==> src/rtl/srx_pkg.sv <==
package srx_pkg;

  // Receiver sequencing states
  typedef enum logic [2:0] {
    ST_IDLE,
    ST_START,
    ST_DATA,
    ST_PAR,
    ST_STOP,
    ST_HOLD
  } srx_state_t;

  // Parity kind encoding shared with the transmitter side
  localparam logic [1:0] PAR_ODD   = 2'b00;
  localparam logic [1:0] PAR_EVEN  = 2'b01;
  localparam logic [1:0] PAR_MARK  = 2'b10;
  localparam logic [1:0] PAR_SPACE = 2'b11;

endpackage

==> src/rtl/srx_sync.sv <==
module srx_sync #(
  parameter int STAGES = 2
) (
  input  logic clk,
  input  logic rst,
  input  logic din,
  output logic dout
);
  logic [STAGES-1:0] chain_q;

  generate
    if (STAGES == 1) begin : g_single
      always_ff @(posedge clk) begin
        if (rst) chain_q <= 1'b1;
        else     chain_q <= din;
      end
    end else begin : g_multi
      always_ff @(posedge clk) begin
        if (rst) chain_q <= '1;
        else     chain_q <= {chain_q[STAGES-2:0], din};
      end
    end
  endgenerate

  assign dout = chain_q[STAGES-1];
endmodule

==> src/rtl/srx_framer.sv <==
module srx_framer
  import srx_pkg::*;
#(
  parameter int DATA_W = 8,
  parameter int OSR    = 16
) (
  input  logic              clk,
  input  logic              rst,
  input  logic              tick,
  input  logic              rxs,
  input  logic              rts_n,
  input  logic [1:0]        len_sel,
  input  logic              par_en,
  output logic              done,
  output logic [DATA_W-1:0] word,
  output logic              par_bit,
  output logic              stop_ok,
  output srx_state_t        state
);
  localparam int CNT_W = $clog2(OSR);
  localparam int IDX_W = $clog2(DATA_W);
  localparam logic [CNT_W-1:0] MID_CNT  = CNT_W'(OSR/2 - 1);
  localparam logic [CNT_W-1:0] LAST_CNT = CNT_W'(OSR - 1);

  logic [CNT_W-1:0] cnt_q;
  logic [IDX_W-1:0] idx_q;
  logic [IDX_W-1:0] last_idx;

  assign last_idx = IDX_W'(DATA_W - 1) - IDX_W'(len_sel);

  always_ff @(posedge clk) begin
    if (rst) begin
      state   <= ST_IDLE;
      cnt_q   <= '0;
      idx_q   <= '0;
      word    <= '0;
      par_bit <= 1'b0;
      stop_ok <= 1'b1;
      done    <= 1'b0;
    end else begin
      done <= 1'b0;
      if (tick) begin
        case (state)
          ST_IDLE: begin
            cnt_q <= '0;
            if (!rts_n && !rxs) state <= ST_START;
          end
          ST_START: begin
            if (cnt_q == MID_CNT) begin
              cnt_q <= '0;
              idx_q <= '0;
              if (!rxs) begin
                word  <= '0;
                state <= ST_DATA;
              end else begin
                state <= ST_IDLE;
              end
            end else begin
              cnt_q <= cnt_q + 1'b1;
            end
          end
          ST_DATA: begin
            if (cnt_q == LAST_CNT) begin
              cnt_q       <= '0;
              word[idx_q] <= rxs;
              if (idx_q == last_idx) state <= par_en ? ST_PAR : ST_STOP;
              else                   idx_q <= idx_q + 1'b1;
            end else begin
              cnt_q <= cnt_q + 1'b1;
            end
          end
          ST_PAR: begin
            if (cnt_q == LAST_CNT) begin
              cnt_q   <= '0;
              par_bit <= rxs;
              state   <= ST_STOP;
            end else begin
              cnt_q <= cnt_q + 1'b1;
            end
          end
          ST_STOP: begin
            if (cnt_q == LAST_CNT) begin
              cnt_q   <= '0;
              stop_ok <= rxs;
              done    <= 1'b1;
              state   <= rxs ? ST_IDLE : ST_HOLD;
            end else begin
              cnt_q <= cnt_q + 1'b1;
            end
          end
          ST_HOLD: begin
            if (rxs) state <= ST_IDLE;
          end
          default: state <= ST_IDLE;
        endcase
      end
    end
  end
endmodule

==> src/rtl/srx_parity.sv <==
module srx_parity
  import srx_pkg::*;
#(
  parameter int DATA_W = 8
) (
  input  logic [DATA_W-1:0] word,
  input  logic              par_bit,
  input  logic              par_en,
  input  logic [1:0]        par_mode,
  output logic              mismatch
);
  logic odd_total;

  // unused high bits of the word are cleared at start, so a plain reduction works
  assign odd_total = (^word) ^ par_bit;

  always_comb begin
    mismatch = 1'b0;
    if (par_en) begin
      case (par_mode)
        PAR_ODD:   mismatch = !odd_total;
        PAR_EVEN:  mismatch = odd_total;
        PAR_MARK:  mismatch = !par_bit;
        default:   mismatch = par_bit;
      endcase
    end
  end
endmodule

==> src/rtl/srx_hold.sv <==
module srx_hold #(
  parameter int DATA_W = 8
) (
  input  logic              clk,
  input  logic              rst,
  input  logic              done,
  input  logic [DATA_W-1:0] word,
  input  logic              par_bad,
  input  logic              stop_ok,
  input  logic              rd_strobe,
  output logic [DATA_W-1:0] rx_data,
  output logic              rx_full,
  output logic              err_parity,
  output logic              err_frame,
  output logic              err_overrun
);
  always_ff @(posedge clk) begin
    if (rst) begin
      rx_data     <= '0;
      rx_full     <= 1'b0;
      err_parity  <= 1'b0;
      err_frame   <= 1'b0;
      err_overrun <= 1'b0;
    end else if (done) begin
      err_parity <= par_bad;
      err_frame  <= !stop_ok;
      if (rx_full && !rd_strobe) begin
        err_overrun <= 1'b1;
      end else begin
        rx_data     <= word;
        rx_full     <= 1'b1;
        err_overrun <= 1'b0;
      end
    end else if (rd_strobe) begin
      rx_full <= 1'b0;
    end
  end
endmodule

==> src/rtl/serial_rx_core.sv <==
module serial_rx_core
  import srx_pkg::*;
#(
  parameter int DATA_W      = 8,
  parameter int OSR         = 16,
  parameter int SYNC_STAGES = 2
) (
  input  logic              clk,
  input  logic              rst,
  input  logic              tick16,
  input  logic              rx_line,
  input  logic              rts_n,
  input  logic [1:0]        len_sel,
  input  logic              par_en,
  input  logic [1:0]        par_mode,
  input  logic              echo_en,
  input  logic              tx_in,
  input  logic              rd_strobe,
  output logic [DATA_W-1:0] rx_data,
  output logic              rx_full,
  output logic              err_parity,
  output logic              err_frame,
  output logic              err_overrun,
  output logic              tx_out
);
  logic              rx_sync;
  logic              frame_done;
  logic [DATA_W-1:0] frame_word;
  logic              frame_par;
  logic              frame_stop_ok;
  logic              par_bad;
  srx_state_t        fr_state;

  srx_sync #(.STAGES(SYNC_STAGES)) u_sync (
    .clk(clk), .rst(rst), .din(rx_line), .dout(rx_sync)
  );

  srx_framer #(.DATA_W(DATA_W), .OSR(OSR)) u_framer (
    .clk(clk), .rst(rst), .tick(tick16), .rxs(rx_sync), .rts_n(rts_n),
    .len_sel(len_sel), .par_en(par_en), .done(frame_done), .word(frame_word),
    .par_bit(frame_par), .stop_ok(frame_stop_ok), .state(fr_state)
  );

  srx_parity #(.DATA_W(DATA_W)) u_parity (
    .word(frame_word), .par_bit(frame_par), .par_en(par_en),
    .par_mode(par_mode), .mismatch(par_bad)
  );

  srx_hold #(.DATA_W(DATA_W)) u_hold (
    .clk(clk), .rst(rst), .done(frame_done), .word(frame_word),
    .par_bad(par_bad), .stop_ok(frame_stop_ok), .rd_strobe(rd_strobe),
    .rx_data(rx_data), .rx_full(rx_full), .err_parity(err_parity),
    .err_frame(err_frame), .err_overrun(err_overrun)
  );

  // echo or transmitter path to the line
  always_ff @(posedge clk) begin
    if (rst) tx_out <= 1'b1;
    else     tx_out <= echo_en ? rx_line : tx_in;
  end
endmodule

==> config.mk <==
export PLATFORM = sky130hd
export DESIGN_NAME = serial_rx_core
export DESIGN_NICKNAME = d
export VERILOG_FILES = /design/src/rtl/srx_pkg.sv /design/src/rtl/srx_sync.sv /design/src/rtl/srx_framer.sv /design/src/rtl/srx_parity.sv /design/src/rtl/srx_hold.sv /design/src/rtl/serial_rx_core.sv
export SDC_FILE = /design/constraint.sdc
export NUM_CORES = 1
export LEC_CHECK = 0
export CAP_MARGIN = 20
export CORE_UTILIZATION = 57
export DETAILED_ROUTE_END_ITERATION = 16
export HOLD_SLACK_MARGIN = 0.03
export MAX_ROUTING_LAYER = met4
export PLACE_DENSITY = 0.83
export SYNTH_ARGS = -nofsm -noshare
export SYNTH_HDL_FRONTEND = slang
export SYNTH_SLANG_ARGS = --single-unit
==> constraint.sdc <==
create_clock -name clk -period 3.2 [get_ports clk]
set_clock_uncertainty 0.15 [all_clocks]
set_input_delay 0.64 -clock clk [delete_from_list [all_inputs] [get_ports clk]]
set_output_delay 0.64 -clock clk [all_outputs]
set_load 0.02 [all_outputs]
Word-level counts from Yosys, hierarchy flattened
Cells that the tools add are included.

operators by class
  add/sub/neg operators = 3
  $lt $le $gt $ge = 2
  equal/unequal tests = 20
  muxes and demuxes = 33
  bitwise operators = 4
  reductions and logical operators = 25

operators by type and width
  operator                                                     number
  two-way mux 3 bit                                            12
  two-way mux 8 bit                                            3
  one-hot mux 3 bit (6 select lines)                           1
  one-hot mux 8 bit (2 select lines)                           1
  != test 2 x 1 -> 1 bit (second input constant)               6
  one-hot mux 4 bit (3 select lines)                           1
  AND reduction 5 bit                                          2
  bitwise mux 8 bit                                            1
  two-way mux 1 bit                                            8
  two-way mux 4 bit                                            2
  != test 2 bit (second input constant)                        4
  AND reduction 8 bit                                          1
  XOR reduction 8 bit                                          1
  == test 3 x 2 -> 1 bit (second input constant)               2
  == test 3 bit (second input constant)                        2
  zero test 1 bit                                              6
  one-hot mux 3 bit (2 select lines)                           1
  AND reduction 2 bit                                          3
  AND reduction 3 bit                                          2
  OR reduction 3 bit                                           2
  adder 4 x 1 -> 4 bit (second input constant)                 1
  == test 4 x 3 -> 1 bit (second input constant)               1
  == test 4 bit (second input constant)                        1
  less-than comparator 3 x 4 -> 1 bit (second input constant)  1
  other kinds (17)                                             22

word-level totals
  bits in registers = 36
  output and inout port bits = 13
  logic and storage cells = 101

Depth between registers and ports, before layout
  word-level depth = 7
  depth in mapped cells = 7
  mapped depth without buffers = 6

Cells and area by module
From an unflattened synthesis, not the netlist that was laid out.

second synthesis, totals
  cells, all modules = 223
  area total of the unflattened synthesis = 1955.6 um^2

by module, submodules not included
  module          times used  cells an instance  area an instance (um^2)
  srx_framer      1           155                1255.0
  srx_hold        1           50                 524.3
  srx_parity      1           11                 88.8
  srx_sync        1           4                  52.6
  serial_rx_core  1           3                  35.0

Worst setup path before layout
No wires, ideal clock.

  path kind = input-to-reg
  from = input tick16
  to = register u_framer.word[0]
  arrival = 1.500 ns
  required time = 2.918 ns
  slack = 1.417 ns
  stages on the path = 5
  buffers on the path = 0
  cells stage by stage = nand3_1 -> a211oi_4 -> o31ai_1 -> o21ai_0 -> a21oi_1

on the way
  cells in the longest elaborated chain, start to end = 1

ends and longest elaborated chain
  what                            line                  source
  start: declaration              serial_rx_core.sv:10  input logic tick16,
  AND reduction 5 bit (no line)   -
  end signal: indexed assignment  srx_framer.sv:65      word[idx_q] <= rxs;
  end: declaration                srx_framer.sv:15      output logic [DATA_W-1:0] word,

No other way between the ends.
A chain may end at the register's enable or synchronous reset.

Worst setup path after layout
  from = input tick16
  to = register u_framer.word[2]

Same word-level chain as after synthesis.

==> results.yml <==
timing:
  fmax_ghz: 0.4357
  report.final.slew_viol_count: 0
  slew_headroom_pct: 50.54
  rsz0062_at_grt: "false"
  holdWs_ns: 0.2761
  final_hold_viol_count: 0
  setup_ws_ns: 0.9050
  tightest_slew_ns: 0.7356
  final.min_clock_period_ns: 2.295
  finalSetupTns_ns: 0
  finalCritPeriodShare_pct: 71.72
  finalSetupViolCount: 0
setup_path:
  cp_max_fo: 8
  critPathLaunchType: "input pin"
  arrival_ns: 2.38
  max_stage_delay_ns: 0.59
  r2r_end: "u_framer.word[2]"
  crit_slowest_cell: "clkdlybuf4s50_1"
  crit_chain: "clkdlybuf4s50_1 > nand3_1 > a211oi_4 > o31ai_1 > o21ai_0 > a21oi_1"
  reg2reg_from: "u_framer.state[0]"
  reg2reg_slack_ns: 0.99
  required_ns: 3.29
  path_class: "in -> reg"
  setup.worst_path.end_class: "register"
  rr_worst_depth: 5
clock_tree:
  clk_pin_slew_ns: 0.11
  cts_buffer_depth: 2
  root_buffer: "clkbuf_4"
  cts_tree: "built"
  cts_hold_buf: 0
  clk-insertion-delay-late_ns: 0.35
  htree_levels: 2
  cts_resized: 0
  cts_setup_buffers: 0
  clock_sink_count: 36
  cts_buffers: 5
power:
  power.switching_mw: 0.2287
  clkPwrFrac_pct: 31.8
  combPwrFrac_pct: 11.9
  p_per_area_nw_per_um2: 403.7
  p_leak_nw: 0.7002
  irDropWorstVdd_mv: 0.2704
  intPower_mw: 0.6112
  p_sw_share_pct: 27.23
  pwr-share-seq_pct: 56.3
flow_run:
  drv_cap: 0
detailed_routing:
  drt_iter0_drc: 58
  drt-vias-per-instance: 5.985
  antenna_left: 0
  drt-met1-wl_um: 1730
  top_layer_used: "met4"
  routed_wl_um: 3908
  drt_pass1_iterations: 10
  drc: 1
  vias: 1646
  dr_wl_met3_um: 224
  avgRoutedWirePerCell_um: 14.21
  wl_met2_um: 1883
min_path:
  holdPathStages: 1
  hp-class: "reg -> reg"
  holdPathEnd: "u_sync.chain_q[1]"
  hp-start: "u_sync.chain_q[0]"
yosys:
  synth_cells: 222
  ys_types: 39
  syn_area_um2: 1772
  yosysTopAreaCell: "dfxtp_1"
  synth_area_leaders: "dfxtp_1 41%, a21oi_1 8.5%, nand2_1 5.1%"
  synth-seq-area-share_pct: 40.68
  yosysTopAreaCellShare_pct: 40.68
  ys_dominant_reg_cell: "dfxtp_1"
  synth-edff-count: 0
  ys_ff_latch: 36
  synthesis.nets: 237
  syn_area_per_cell_um2: 7.981
  synthArstFlopShare_pct: 0
  ys.warnings.count: 0
global_route:
  first_global_vias: 1504
  overflow: 0
  gr-usage-all-layers_pct: 26.21
  antenna_found_initial: 0
  grt_pass1_wl_um: 6465
  grt_max_degree: 22
place:
  portBuffers: 25
  place_congestion: 0.8181
  dpl.cell_count: 267
  dpl_worst_slack_ns: 0.5503
  dpl.hpwl_um: 2800
layout:
  layout-drive-gt1-share_pct: 5.738
  area_growth_pct: 17.44
  nets: 258
  antenna_cells: 0
  final_core_util_pct: 72.94
  instances_no_fill: 275
floorplan:
  row_count: 19
  die_width_um: 57.75
  io_pins: 26
  die-area_um2: 3335
  core_um2: 2853
  initial_core_util_pct: 62.11
  die_y_um: 57.75
run_status:
  status: "complete, but fails checks"
  violations: "DRC"
[Yosys cell counts, types with 3 or more instances]
master	n
nor2b_1	3
nor2_1	17
buf_2	4
a31oi_1	4
nand2_1	24
a211oi_1	3
a21oi_1	30
nand3_1	17
nand4_1	4
nand2b_1	5
o21ai_0	15
xor2_1	4
inv_1	6
o31ai_1	3
o21a_1	3
clkbuf_1	7
xnor2_1	8
dfxtp_1	36
[per-layer routing]
| layer | global-route usage [%] | up-vias |
|---|---|---|
| li1 | - | 829 |
| met1 | 30.78 | 745 |
| met2 | 42.69 | 62 |
| met3 | 6.696 | 10 |
| met4 | 11.22 | 0 |
| met5 | - | - |
[worst max-delay path by stage]
stage,start,endpoint
after floorplan,tick16,u_framer.word[0]
after global placement,tick16,u_framer.word[1]
after detailed placement,tick16,u_framer.word[2]
after CTS,tick16,u_framer.word[2]
after global routing,tick16,u_framer.word[3]
final,tick16,u_framer.word[2]
[state kept, by name, indices dropped and copies added (netlist names)]
register            cells
u_framer.word           8
u_hold.rx_data          8
u_framer.cnt_q          4
u_framer.idx_q          3
u_framer.state          3
u_sync.chain_q          2
tx_out                  1
u_framer.done           1
u_framer.par_bit        1
u_framer.stop_ok        1
u_hold.err_frame        1
u_hold.err_overrun      1
u_hold.err_parity       1
u_hold.rx_full          1
[power groups by stage]
| stage | registers [mW] | clock network (mW) | logic [mW] |
|---|---|---|---|
| 2_1_floorplan | 0.473 | 0 | 0.0768 |
| 3_3_place_gp | 0.481 | 0 | 0.0956 |
| 3_5_place_dp | 0.483 | 0 | 0.0980 |
| 4_1_cts | 0.473 | 0.268 | 0.0998 |
| 5_1_grt | 0.475 | 0.291 | 0.110 |
| 6_report | 0.473 | 0.267 | 0.100 |
[area by class of cell]
type                    instances  area (µm²)
flip-flops and latches         36       720.7
fillers                       223       772.0
repair buffers                 26       257.7
inverters                       6       22.52
multi-input cells             168       978.4
clock buffers                   7       55.05
clock inverters                 1       7.507
well taps                      31       38.79
[layout by cell type (no fill, tap or decap), types with 2 or more instances in the layout]
cell              n
nor3_1            2
nand3_1          17
clkdlybuf4s50_1  25
o21ai_0          15
or4_1             2
dfxtp_1          36
mux2i_1           2
inv_1             6
a211o_1           2
and3_1            2
xnor2_1           8
nor2_1           17
a211oi_1          3
xor2_1            4
nor2b_1           3
or2_2             2
nand2b_1          5
a31oi_1           4
clkbuf_4          5
o31ai_1           3
and4_1            2
o21a_1            3
nand2_1          24
nand4_1           4
a21oi_1          30
ha_1              2
[cells by family after synthesis]
logic type               after synthesis  synth area share (%)
buffers and inverters                 18                 4.096
adder cells (fa/ha/maj)                2                 1.412
AO/OA/AOI/OAI                         69                 23.80
flip-flops                            36                 40.68
XOR/XNOR                              12                 5.932
AND/OR/NAND/NOR                       83                 22.95
multiplexers                           2                 1.130
[worst max-delay path, delay by kind of cell]
family / cells / cell delay, ns
compound gates: 4 / 0.96
buf+inv: 1 / 0.59
simple gates: 1 / 0.20
[through the flow]
step / total power [mW] / cell area, µm²
floorplan: 0.5493 / 1772
global placement: 0.5770 / 2018
detailed placement: 0.5807 / 2018
CTS: 0.8406 / 2081
global route: 0.8755 / 2081
finish: 0.8399 / 2081
(Power assumes the default switching activity.)
